**src/rtl/mmt_pkg.sv**
```systemverilog
package mmt_pkg;
  typedef enum logic [1:0] {
    MODE_PULSE  = 2'd0,
    MODE_DCAP   = 2'd1,
    MODE_DTIMER = 2'd2,
    MODE_CAPTMR = 2'd3
  } mode_e;

  typedef enum logic [1:0] {
    CS_STOP  = 2'd0,
    CS_PRESC = 2'd1,
    CS_EVENT = 2'd2,
    CS_ACCUM = 2'd3
  } clksel_e;

  localparam logic [2:0] A_CNT1 = 3'd0;
  localparam logic [2:0] A_CNT2 = 3'd1;
  localparam logic [2:0] A_HLDA = 3'd2;
  localparam logic [2:0] A_HLDB = 3'd3;
  localparam logic [2:0] A_PRSC = 3'd4;
  localparam logic [2:0] A_CTRL = 3'd5;
  localparam logic [2:0] A_IEN  = 3'd6;
  localparam logic [2:0] A_PEND = 3'd7;
endpackage

```
**src/rtl/mmt_prescaler.sv**
```systemverilog
module mmt_prescaler #(
  parameter int PW = 5
) (
  input  logic          clk_i,
  input  logic          rst_ni,
  input  logic [PW-1:0] limit_i,
  output logic          tick_o
);
  logic [PW-1:0] cnt_q;

  assign tick_o = (cnt_q == limit_i);

  always_ff @(posedge clk_i or negedge rst_ni) begin
    if (!rst_ni)     cnt_q <= '0;
    else if (tick_o) cnt_q <= '0;
    else             cnt_q <= cnt_q + 1'b1;
  end

  assert_tick_clears_R2: assert property (@(posedge clk_i) disable iff (!rst_ni)
    tick_o |=> (cnt_q == '0));
  assert_advance_R2: assert property (@(posedge clk_i) disable iff (!rst_ni)
    !tick_o |=> (cnt_q == $past(cnt_q) + 1'b1));
endmodule

```
**src/rtl/mmt_sync.sv**
```systemverilog
module mmt_sync #(
  parameter int STAGES = 2
) (
  input  logic clk_i,
  input  logic rst_ni,
  input  logic d_i,
  output logic lvl_o,
  output logic rise_o
);
  logic [STAGES:0] sh_q;

  always_ff @(posedge clk_i or negedge rst_ni) begin
    if (!rst_ni) sh_q <= '0;
    else         sh_q <= {sh_q[STAGES-1:0], d_i};
  end

  assign lvl_o  = sh_q[STAGES-1];
  assign rise_o = sh_q[STAGES-1] & ~sh_q[STAGES];
endmodule

```
**src/rtl/mmt_counter.sv**
```systemverilog
module mmt_counter #(
  parameter int W = 16
) (
  input  logic         clk_i,
  input  logic         rst_ni,
  input  logic         tick_i,
  input  logic         ld_i,
  input  logic [W-1:0] ld_val_i,
  input  logic         rl_en_i,
  input  logic [W-1:0] rl_val_i,
  output logic [W-1:0] cnt_o,
  output logic         uflow_o
);
  logic [W-1:0] cnt_q;

  assign cnt_o   = cnt_q;
  assign uflow_o = tick_i & (cnt_q == '0);

  always_ff @(posedge clk_i or negedge rst_ni) begin
    if (!rst_ni)      cnt_q <= '0;
    else if (ld_i)    cnt_q <= ld_val_i;
    else if (tick_i) begin
      if (cnt_q == '0) cnt_q <= rl_en_i ? rl_val_i : '1;
      else             cnt_q <= cnt_q - 1'b1;
    end
  end

  assert_count_down_R2: assert property (@(posedge clk_i) disable iff (!rst_ni)
    (tick_i && !ld_i && cnt_q != '0) |=> (cnt_q == $past(cnt_q) - 1'b1));
  assert_reload_R6: assert property (@(posedge clk_i) disable iff (!rst_ni)
    (tick_i && !ld_i && cnt_q == '0 && rl_en_i) |=> (cnt_q == $past(rl_val_i)));
  assert_hold_R3: assert property (@(posedge clk_i) disable iff (!rst_ni)
    (!tick_i && !ld_i) |=> $stable(cnt_q));
endmodule

```
**src/rtl/multimode_timer.sv**
```systemverilog
module multimode_timer
  import mmt_pkg::*;
#(
  parameter int W  = 16,
  parameter int PW = 5
) (
  input  logic         clk_i,
  input  logic         rst_ni,
  input  logic         bus_we_i,
  input  logic [2:0]   bus_addr_i,
  input  logic [W-1:0] bus_wdata_i,
  output logic [W-1:0] bus_rdata_o,
  input  logic         ta_i,
  input  logic         tb_i,
  output logic         ta_o,
  output logic         ta_oe_o,
  output logic         irq_o
);
  localparam int NCNT = 2;

  logic [PW-1:0] prsc_q;
  mode_e         mode_q;
  clksel_e       sel_q [NCNT];
  logic [W-1:0]  hld_a_q, hld_b_q;
  logic [1:0]    ien_q, pend_q;
  logic          ta_q;

  logic          ptick;
  logic [1:0]    pin_raw, pin_lvl, pin_rise;
  logic [NCNT-1:0][W-1:0] cnt, rl_val;
  logic [NCNT-1:0] tick, ld, rl_en, uf;
  logic          cap_a, cap_b;
  logic [1:0]    set_pend, clr_pend;

  mmt_prescaler #(.PW(PW)) i_presc (
    .clk_i(clk_i), .rst_ni(rst_ni), .limit_i(prsc_q), .tick_o(ptick));

  assign pin_raw = {tb_i, ta_i};
  for (genvar p = 0; p < 2; p++) begin : g_sync
    mmt_sync #(.STAGES(2)) i_sync (
      .clk_i(clk_i), .rst_ni(rst_ni), .d_i(pin_raw[p]),
      .lvl_o(pin_lvl[p]), .rise_o(pin_rise[p]));
  end

  function automatic logic pick_tick(clksel_e s, logic pt, logic ev, logic lv);
    case (s)
      CS_PRESC: return pt;
      CS_EVENT: return ev;
      CS_ACCUM: return lv;
      default:  return 1'b0;
    endcase
  endfunction

  assign rl_en[0]  = (mode_q == MODE_PULSE) || (mode_q == MODE_DTIMER);
  assign rl_en[1]  = (mode_q == MODE_DTIMER) || (mode_q == MODE_CAPTMR);
  // pulse mode: ta low now means it goes high next, so load the high time
  assign rl_val[0] = (mode_q == MODE_PULSE && ta_q) ? hld_b_q : hld_a_q;
  assign rl_val[1] = hld_b_q;

  for (genvar i = 0; i < NCNT; i++) begin : g_cnt
    assign tick[i] = pick_tick(sel_q[i], ptick, pin_rise[1], pin_lvl[1]);
    assign ld[i]   = bus_we_i && (bus_addr_i == A_CNT1 + 3'(i));
    mmt_counter #(.W(W)) i_cnt (
      .clk_i(clk_i), .rst_ni(rst_ni), .tick_i(tick[i]), .ld_i(ld[i]),
      .ld_val_i(bus_wdata_i), .rl_en_i(rl_en[i]), .rl_val_i(rl_val[i]),
      .cnt_o(cnt[i]), .uflow_o(uf[i]));
  end

  assign cap_a = pin_rise[0] && (mode_q == MODE_DCAP || mode_q == MODE_CAPTMR);
  assign cap_b = pin_rise[1] && (mode_q == MODE_DCAP);

  assign set_pend[0] = cap_a | (uf[0] & rl_en[0]);
  assign set_pend[1] = cap_b | (uf[1] & (mode_q != MODE_DCAP));
  assign clr_pend    = (bus_we_i && bus_addr_i == A_PEND) ? bus_wdata_i[1:0] : 2'b00;

  always_ff @(posedge clk_i or negedge rst_ni) begin
    if (!rst_ni) begin
      hld_a_q <= '0;
      hld_b_q <= '0;
      prsc_q  <= '0;
      ien_q   <= '0;
      pend_q  <= '0;
      ta_q    <= 1'b0;
    end else begin
      if (bus_we_i && bus_addr_i == A_HLDA) hld_a_q <= bus_wdata_i;
      else if (cap_a)                       hld_a_q <= cnt[0];
      if (bus_we_i && bus_addr_i == A_HLDB) hld_b_q <= bus_wdata_i;
      else if (cap_b)                       hld_b_q <= cnt[0];
      if (bus_we_i && bus_addr_i == A_PRSC) prsc_q <= bus_wdata_i[PW-1:0];
      if (bus_we_i && bus_addr_i == A_IEN)  ien_q  <= bus_wdata_i[1:0];
      pend_q <= (pend_q & ~clr_pend) | set_pend;
      if (mode_q == MODE_PULSE && uf[0]) ta_q <= ~ta_q;
    end
  end

  // control: mode needs both sources stopped; a source may always be stopped
  always_ff @(posedge clk_i or negedge rst_ni) begin
    if (!rst_ni) begin
      mode_q   <= MODE_PULSE;
      sel_q[0] <= CS_STOP;
      sel_q[1] <= CS_STOP;
    end else if (bus_we_i && bus_addr_i == A_CTRL) begin
      if (sel_q[0] == CS_STOP && sel_q[1] == CS_STOP)
        mode_q <= mode_e'(bus_wdata_i[1:0]);
      for (int i = 0; i < NCNT; i++) begin
        if (sel_q[i] == CS_STOP || bus_wdata_i[2+2*i +: 2] == 2'b00)
          sel_q[i] <= clksel_e'(bus_wdata_i[2+2*i +: 2]);
      end
    end
  end

  always_comb begin
    case (bus_addr_i)
      A_CNT1:  bus_rdata_o = cnt[0];
      A_CNT2:  bus_rdata_o = cnt[1];
      A_HLDA:  bus_rdata_o = hld_a_q;
      A_HLDB:  bus_rdata_o = hld_b_q;
      A_PRSC:  bus_rdata_o = W'(prsc_q);
      A_CTRL:  bus_rdata_o = W'({sel_q[1], sel_q[0], mode_q});
      A_IEN:   bus_rdata_o = W'(ien_q);
      default: bus_rdata_o = W'(pend_q);
    endcase
  end

  assign ta_o    = ta_q;
  assign ta_oe_o = (mode_q == MODE_PULSE);
  assign irq_o   = |(pend_q & ien_q);

  assert_mode_locked_R9: assert property (@(posedge clk_i) disable iff (!rst_ni)
    (sel_q[0] != CS_STOP || sel_q[1] != CS_STOP) |=> (mode_q == $past(mode_q)));
  assert_pulse_toggle_R4: assert property (@(posedge clk_i) disable iff (!rst_ni)
    (mode_q == MODE_PULSE && uf[0]) |=> (ta_o != $past(ta_o)));
  assert_pend_clear_R8: assert property (@(posedge clk_i) disable iff (!rst_ni)
    (clr_pend[0] && !set_pend[0]) |=> !pend_q[0]);
  assert_capture_a_R5: assert property (@(posedge clk_i) disable iff (!rst_ni)
    (cap_a && !(bus_we_i && bus_addr_i == A_HLDA)) |=> (hld_a_q == $past(cnt[0])));
endmodule

```
**config.mk**
```make
export PLATFORM = sky130hd
export DESIGN_NAME = multimode_timer
export DESIGN_NICKNAME = d
export VERILOG_FILES = /design/src/rtl/mmt_pkg.sv /design/src/rtl/mmt_prescaler.sv /design/src/rtl/mmt_sync.sv /design/src/rtl/mmt_counter.sv /design/src/rtl/multimode_timer.sv
export SDC_FILE = /design/constraint.sdc
export NUM_CORES = 1
export LEC_CHECK = 0
export BUFFER_PORTS_ARGS = -buffer_cell sky130_fd_sc_hd__buf_2
export CORE_UTILIZATION = 40
export DETAILED_ROUTE_END_ITERATION = 12
export PLACE_DENSITY = 0.65
export SYNTH_ARGS = -nofsm -noshare
export SYNTH_HDL_FRONTEND = slang
export SYNTH_SLANG_ARGS = --single-unit
```
**constraint.sdc**
```tcl
create_clock -name clk_i -period 4.5 [get_ports clk_i]
set_input_delay 0.225 -clock clk_i [delete_from_list [all_inputs] [get_ports clk_i]]
set_output_delay 0.225 -clock clk_i [all_outputs]
set_load 0.005 [all_outputs]
```
==> results of run 1 <==
==> flip-flops by register name, summed over array words and instances (netlist names) <==
| register | flops |
|---|---|
| hld_b_q | 16 |
| prsc_q | 5 |
| hld_a_q | 16 |
| g_cnt.i_cnt.cnt_o | 32 |
| pend_q | 2 |
| mode_q | 2 |
| sel_q | 4 |
| g_sync.i_sync.sh_q | 6 |
| ta_o | 1 |
| i_presc.cnt_q | 5 |
| ien_q | 2 |
==> cell type report <==
type / count / area [µm²]
clock buffer: 9 / 225
clock inverter: 7 / 101
fill: 1317 / 7580
inverter: 19 / 71.3
multi-input combinational: 504 / 3320
sequential: 91 / 2280
tap: 180 / 225
timing repair buffer: 52 / 295
==> per-layer routing <==
layer | global-route usage | vias to the layer above | share of wire | wire [µm]
li1 | - | 2421 | - | -
met3 | 0.0517 | 35 | 0.085 | 1510
met4 | 0.0953 | 0 | 0.023 | 403
met1 | 0.357 | 2595 | 0.44 | 7810
met5 | 0 | - | 0 | 0
met2 | 0.361 | 265 | 0.45 | 8070
==> where the power goes <==
group          switching (mW)  internal [mW]  total (mW)
combinational           0.553          0.525        1.08
sequential              0.401           1.06        1.46
clock                   0.340          0.491       0.830
total                    1.29           2.07        3.37
==> kinds of logic (layout without fill, tap and decap cells) <==
family / count (synthesis) / count (layout) / synth area share
AND/OR/NAND/NOR: 241 / 241 / 0.197
AO/OA/AOI/OAI: 177 / 177 / 0.192
flip-flops: 91 / 91 / 0.389
buffers and inverters: 70 / 87 / 0.0473
multiplexers: 56 / 56 / 0.126
XOR/XNOR: 25 / 25 / 0.0374
adder cells (fa/ha/maj): 5 / 5 / 0.0107
==> stage by stage <==
stage | cells | hold WS [ns]
floorplan | 665 | -0.0706
global placement | 843 | 0.221
detailed placement | 843 | 0.230
CTS | 862 | 0.161
global route | 862 | 0.195
finish | 862 | 0.173
==> worst min-delay path, stage by stage <==
cell and delay, ns:
buf_2 0.14, nand2_1 0.06, o21ai_0 0.06
==> worst paths after layout <==
path                                                     startpoint                                    to  slack (ns)  depth (start not counted)
worst max-delay path            g_cnt[1].i_cnt.cnt_o[2]$_DFFE_PN0P_   g_cnt[1].i_cnt.cnt_o[4]$_DFFE_PN0P_        1.78                          6
worst min-delay path                                bus_wdata_i[12]  g_cnt[0].i_cnt.cnt_o[12]$_DFFE_PN0P_        0.17                          3
worst max register to register  g_cnt[1].i_cnt.cnt_o[2]$_DFFE_PN0P_   g_cnt[1].i_cnt.cnt_o[4]$_DFFE_PN0P_        1.78                          6
worst min register to register   g_sync[0].i_sync.sh_q[0]$_DFF_PN0_    g_sync[0].i_sync.sh_q[1]$_DFF_PN0_        0.35                          0
max in group asynchronous                                    rst_ni  g_cnt[1].i_cnt.cnt_o[15]$_DFFE_PN0P_        3.05                          3
min in group asynchronous                                    rst_ni               hld_a_q[13]$_DFFE_PN0P_        0.38                          2
==> cells in the final DEF (no fill, tap or decap), types with 9 or more instances in the layout <==
| cell | n |
|---|---|
| o21ai_0 | 50 |
| nand3_1 | 13 |
| inv_1 | 19 |
| nor2b_1 | 15 |
| mux2_2 | 13 |
| buf_2 | 41 |
| nand2_1 | 57 |
| a221o_1 | 12 |
| xnor2_1 | 15 |
| xor2_1 | 10 |
| nor2_1 | 95 |
| dfrtp_1 | 91 |
| clkbuf_16 | 9 |
| mux2i_1 | 30 |
| a21oi_1 | 55 |
| a211oi_1 | 11 |
| nor3_1 | 21 |
| mux4_2 | 13 |
| a311oi_1 | 10 |
==> impl_metrics.tcl, run 1 <==
set metrics [dict create \
    die-width_um 123 \
    status "finished, final reports clean" \
    clock_sinks 91 \
    total_power_mw 3.37 \
    synth.top_cells.by_count "nor2_1 (95), dfrtp_1 (91), nand2_1 (57), a21oi_1 (55), o21ai_0 (50)" \
    yosysWarnings 0 \
    synth_area_um2 5850 \
    core_area_um2 14100 \
    clk_latency_ns 0.35 \
    via_per_inst 6.17 \
    vias 5316 \
    dpl.hpwl_mm 12.4 \
    syn_nets 694 \
    cts_made_buffers 9 \
    first_pass_iters 6 \
    cp_cell_sequence "nor4_4 > nand4_4 > nor3_4 > nor2_1 > a311oi_1 > a221o_1" \
    ioPinCount 43 \
    arrival_ns 3.00 \
    rows 43 \
    cts_hold_buf 3 \
    setup_ws_ns 1.78 \
    hold_viol_final 0 \
    setup_viol 0 \
    synth_cells 665 \
    grt_antenna_before_repair 0 \
    tns_ns 0 \
    post_cts_buffers 0 \
    syn_area_per_cell_um2 8.79 \
    cts_tree "done" \
    cap_violations 0 \
    port_buffers 42 \
    worstMarginPinSlew_ns 1.10 \
    rsz0062_at_grt "false" \
    drt_iter0_drc 568 \
    grt_overflow 0 \
    cp_max_fo 19 \
    grt_usage 0.247 \
    path_class "register to register" \
    period_share 0.603 \
    die_y_um 123 \
    die-area_um2 15100 \
    pre_cts_slack_ns 1.51 \
    clock_skew_ns 0.00661 \
    final_cell_area_um2 6520 \
    start_util 0.415 \
    drc 0 \
    synth_area_leaders "dfrtp_1 (39%), nor2_1 (6.1%), mux2i_1 (5.1%), mux4_2 (5.0%), a21oi_1 (4.7%)" \
    critPathMaxStageDelay_ns 0.69 \
    drive_gt1_frac 0.151 \
    yosys_register_bits 91 \
    ant_nets 0 \
    post-synth-top-count-cell "nor2_1" \
    postLayoutCoreUtil 0.462 \
    grt_pass1_vias 5037 \
    grt_first_pass_wirelength_mm 28.2 \
    startpoint_type "register" \
    cp_slowest_cell "nor3_4" \
    final_nets 706 \
    placed_area_um2 6150 \
    leakage_nw 2.69 \
    hold_path.class "primary input to register" \
    maxSlewHeadroom 0.262 \
    worst_setup_path_end_kind "register" \
    cp_data_required_time_ns 4.78 \
    synth-async-reset-ratio 1.00 \
    cts_buffer_depth 2 \
    yosysSeqAreaShare 0.389 \
    grt_max_degree 55 \
    insertedDiodeCount 0 \
    peakVddDrop_mv 0.200 \
    synth_top_area_frac 0.389 \
    max_freq_mhz 368 \
    cts_root_buf "clkbuf_16" \
    synth_edf_count 0 \
    cpLargestDelayFamily "simple AND/OR/NAND/NOR gates" \
    area_delta_synth_final_pct 11.4 \
    cts_repair_resize_count 0 \
    post-route-min-period_ns 2.72 \
    wirelength_mm 17.8 \
    slew_viol_final 0 \
    worst-path-buf-inv 0 \
    avgRoutedWirePerCell_um 20.6 \
    yosys_most_used_dff "dfrtp_1" \
    cellPowerDensity_nw_per_um2 517 \
    synth_top_cell_by_area "dfrtp_1" \
    gp_congestion 0.911 \
    clk_pin_slew_ns 0.07 \
    ys_types 58 \
    cts_max_level 3 \
]
Note: power is estimated with default switching activity, not from simulation.
==> inputs of run 2 (changes only) <==
--- a/config.mk
+++ b/config.mk
@@ -5,6 +5,7 @@
 export SDC_FILE = /design/constraint.sdc
 export NUM_CORES = 1
 export LEC_CHECK = 0
+export ABC_AREA = 1
 export BUFFER_PORTS_ARGS = -buffer_cell sky130_fd_sc_hd__buf_2
 export CORE_UTILIZATION = 40
 export DETAILED_ROUTE_END_ITERATION = 12
==> constraint.sdc (replaced) <==
create_clock -name clk_i -period 2.6 [get_ports clk_i]
set_input_delay 0.13 -clock clk_i [delete_from_list [all_inputs] [get_ports clk_i]]
set_output_delay 0.13 -clock clk_i [all_outputs]
set_load 0.005 [all_outputs]
==> impl_metrics.tcl, run 2 <==
set metrics [dict create \
    synthXorXnorAreaFrac 0.00950 \
    hold_path.class "primary input to register" \
    pre_cts_slack_ns 0.327 \
    port_buffers 42 \
    grt_first_pass_wirelength_mm 33.3 \
    cellPowerDensity_nw_per_um2 1040 \
    drc 0 \
    ys_types 36 \
    final_nets 1050 \
    clock_skew_ns 0.00965 \
    synth_top_family_by_area "simple AND/OR/NAND/NOR gates" \
    period_share 0.906 \
    grt_antenna_before_repair 0 \
    syn_area_per_cell_um2 6.51 \
    clk_latency_ns 0.36 \
    dpl.hpwl_mm 16.1 \
    cp_slowest_cell "dfrtp_1" \
    cts_repair_resize_count 0 \
    maxSlewHeadroom 0.568 \
    cts_buffer_depth 2 \
    combPwrFrac 0.471 \
    muxShareOfSynthArea 0 \
    cp_cell_sequence "inv_1 > nor2_1 > nand3_1 > nand2_1 > o211ai_1 > o21ai_0" \
    path_class "register to register" \
    clockPowerShare 0.172 \
    synth_top_cell_by_area "dfrtp_1" \
    grt_usage 0.264 \
    grt_pass1_vias 6150 \
    internal_power_mw 3.86 \
    final_common_cell "nand2_1" \
    post-route-min-period_ns 2.36 \
    slew_viol_final 0 \
    grt_max_degree 50 \
    synth-compound-area-share 0.126 \
    worstMarginPinSlew_ns 0.647 \
    total_power_mw 7.47 \
    syn_nets 1021 \
    die_y_um 129 \
    hold_start "bus_wdata_i[9]" \
    layout_common_cells "nand2_1 (333), inv_1 (129), nand3_1 (122), dfrtp_1 (91), nor2_1 (76)" \
    ant_nets 0 \
    synth_fa_ha_area_frac 0.00969 \
    wirelength_mm 21.3 \
    synth-simple-area-share 0.389 \
    worst_r2r_startpoint "mode_q[0]$_DFFE_PN0P_" \
    die-width_um 129 \
    cts_tree "done" \
    cp_max_fo 18 \
    cp-startpoint "mode_q[0]$_DFFE_PN0P_" \
    start_util 0.408 \
    yosysWarnings 0 \
    r2r_cells 6 \
    ioPinCount 43 \
    setup_ws_ns 0.244 \
    area_delta_synth_final_pct 10.7 \
    core_area_um2 15800 \
    p_switching_mw 3.61 \
    synth.top_cells.by_count "nand2_1 (333), inv_1 (129), nand3_1 (122), dfrtp_1 (91), nor2_1 (76)" \
    synth_area_leaders "dfrtp_1 (35%), nand2_1 (19%), nand3_1 (9.5%), inv_1 (7.5%), nor2_1 (4.4%)" \
    gp_congestion 0.940 \
    holdPathStages 3 \
    yosysSeqAreaShare 0.353 \
    drt_iter0_drc 739 \
    avgRoutedWirePerCell_um 17.2 \
    max_freq_mhz 424 \
    post-synth-top-count-cell "nand2_1" \
    yosys_register_bits 91 \
    hold_viol_final 0 \
    drive_gt1_frac 0.102 \
    cts_root_buf "clkbuf_16" \
    synth_area_um2 6450 \
    rows 46 \
    grt_overflow 0 \
    leakage_nw 3.76 \
    first_pass_iters 5 \
    largest_reg_flops 32 \
    die-area_um2 16600 \
    rsz0062_at_grt "false" \
    cts_made_buffers 9 \
    cp_data_required_time_ns 2.86 \
    cts_max_level 3 \
    cap_violations 0 \
    arrival_ns 2.62 \
    vias 6675 \
    setup_viol 0 \
    num-fill-cells 1687 \
    worst_setup_path_end_kind "register" \
    seqPwrFrac 0.357 \
    post_cts_buffers 0 \
    synth-async-reset-ratio 1.00 \
    synth_cells 992 \
    peakVddDrop_mv 0.422 \
    tns_ns 0 \
    via_per_inst 5.37 \
    power.share.switching 0.484 \
    synth_top_area_frac 0.353 \
    clk_pin_slew_ns 0.07 \
    status "finished, final reports clean" \
    yosys_most_used_dff "dfrtp_1" \
    critPathMaxStageDelay_ns 0.61 \
    startpoint_type "register" \
    clock_sinks 91 \
    insertedDiodeCount 0 \
    synth_edf_count 0 \
]
[run 2: changes by cell type in the layout (fill, tap and decap cells not counted), moves of 15 or more]
cell,previous run,this run
nand3_1,13,122
nand2_1,57,333
o221ai_1,1,26
mux2i_1,30,0
nor3_1,21,1
a21oi_1,55,15
o22ai_1,2,20
inv_1,19,129
nor2_1,95,76
nor2b_1,15,0
[run 2: final timing paths]
kind | endpoint | slack, ns
max in group asynchronous | hld_a_q[3]$_DFFE_PN0P_ | 1.58
max | hld_b_q[0]$_DFFE_PN0P_ | 0.24
min | g_cnt[1].i_cnt.cnt_o[9]$_DFFE_PN0P_ | 0.03
min reg2reg | g_sync[1].i_sync.sh_q[1]$_DFF_PN0_ | 0.35
max reg2reg | hld_b_q[0]$_DFFE_PN0P_ | 0.24
min in group asynchronous | g_cnt[1].i_cnt.cnt_o[15]$_DFFE_PN0P_ | 0.33
[run 2: layer usage]
layer  up-vias  track usage  part of all wire  routed length, µm
li1       3280            -                 -                  -
met1      3089        0.371              0.46               9720
met2       266        0.410              0.45               9540
met3        40       0.0413             0.072               1540
met4         0        0.100             0.024                518
met5         -            0                 0                  0
[run 2: layout make-up]
cell class / count / area (µm²) / share of cell area
timing repair buffer: 58 / 353 / 0.0494
inverter: 138 / 518 / 0.0725
multi-input combinational: 723 / 3440 / 0.482
clock inverter: 4 / 25.0 / 0.00350
tap: 216 / 270 / 0.0378
clock buffer: 12 / 256 / 0.0359
sequential: 91 / 2280 / 0.319
[run 2: cell families after synthesis]
logic type / after synthesis
simple gates: 581
buf+inv: 178
compound gates: 130
flops: 91
xor+xnor: 7
fa+ha+maj: 5
[run 2: critical path: cells and delay by family (launching register included)]
family,cells,cell delay (ns)
AOI/OAI and AO/OA,2,0.28
buffers and inverters,1,0.11
DFF,1,0.61
and+or+nand+nor,3,1.25
[run 2: per-stage QoR]
step | util | cells | instance area (µm²) | hold slack (ns)
global placement | 0.432 | 1223 | 6830 | 0.176
finish | 0.451 | 1242 | 7140 | 0.0294
global route | 0.451 | 1242 | 7140 | 0.0685
floorplan | - | 992 | 6450 | -0.166
CTS | 0.451 | 1242 | 7140 | 0.0243
detailed placement | 0.432 | 1223 | 6830 | 0.180
[run 2: power by group through the flow]
stage / combinational [mW] / sequential (mW) / clock (mW)
after global routing: 3.98 / 2.74 / 1.35
after global placement: 3.42 / 2.65 / 0
after detailed placement: 3.45 / 2.66 / 0
after floorplan: 2.72 / 2.33 / 0
after CTS: 3.47 / 2.64 / 1.29
final: 3.52 / 2.66 / 1.29
[run 2: timing repair]
| item | CTS | global route |
|---|---|---|
| hold buffers | 3 | 0 |
| endpoints found under the hold margin | 44 | 0 |
| endpoints found under the setup margin | 0 | 0 |
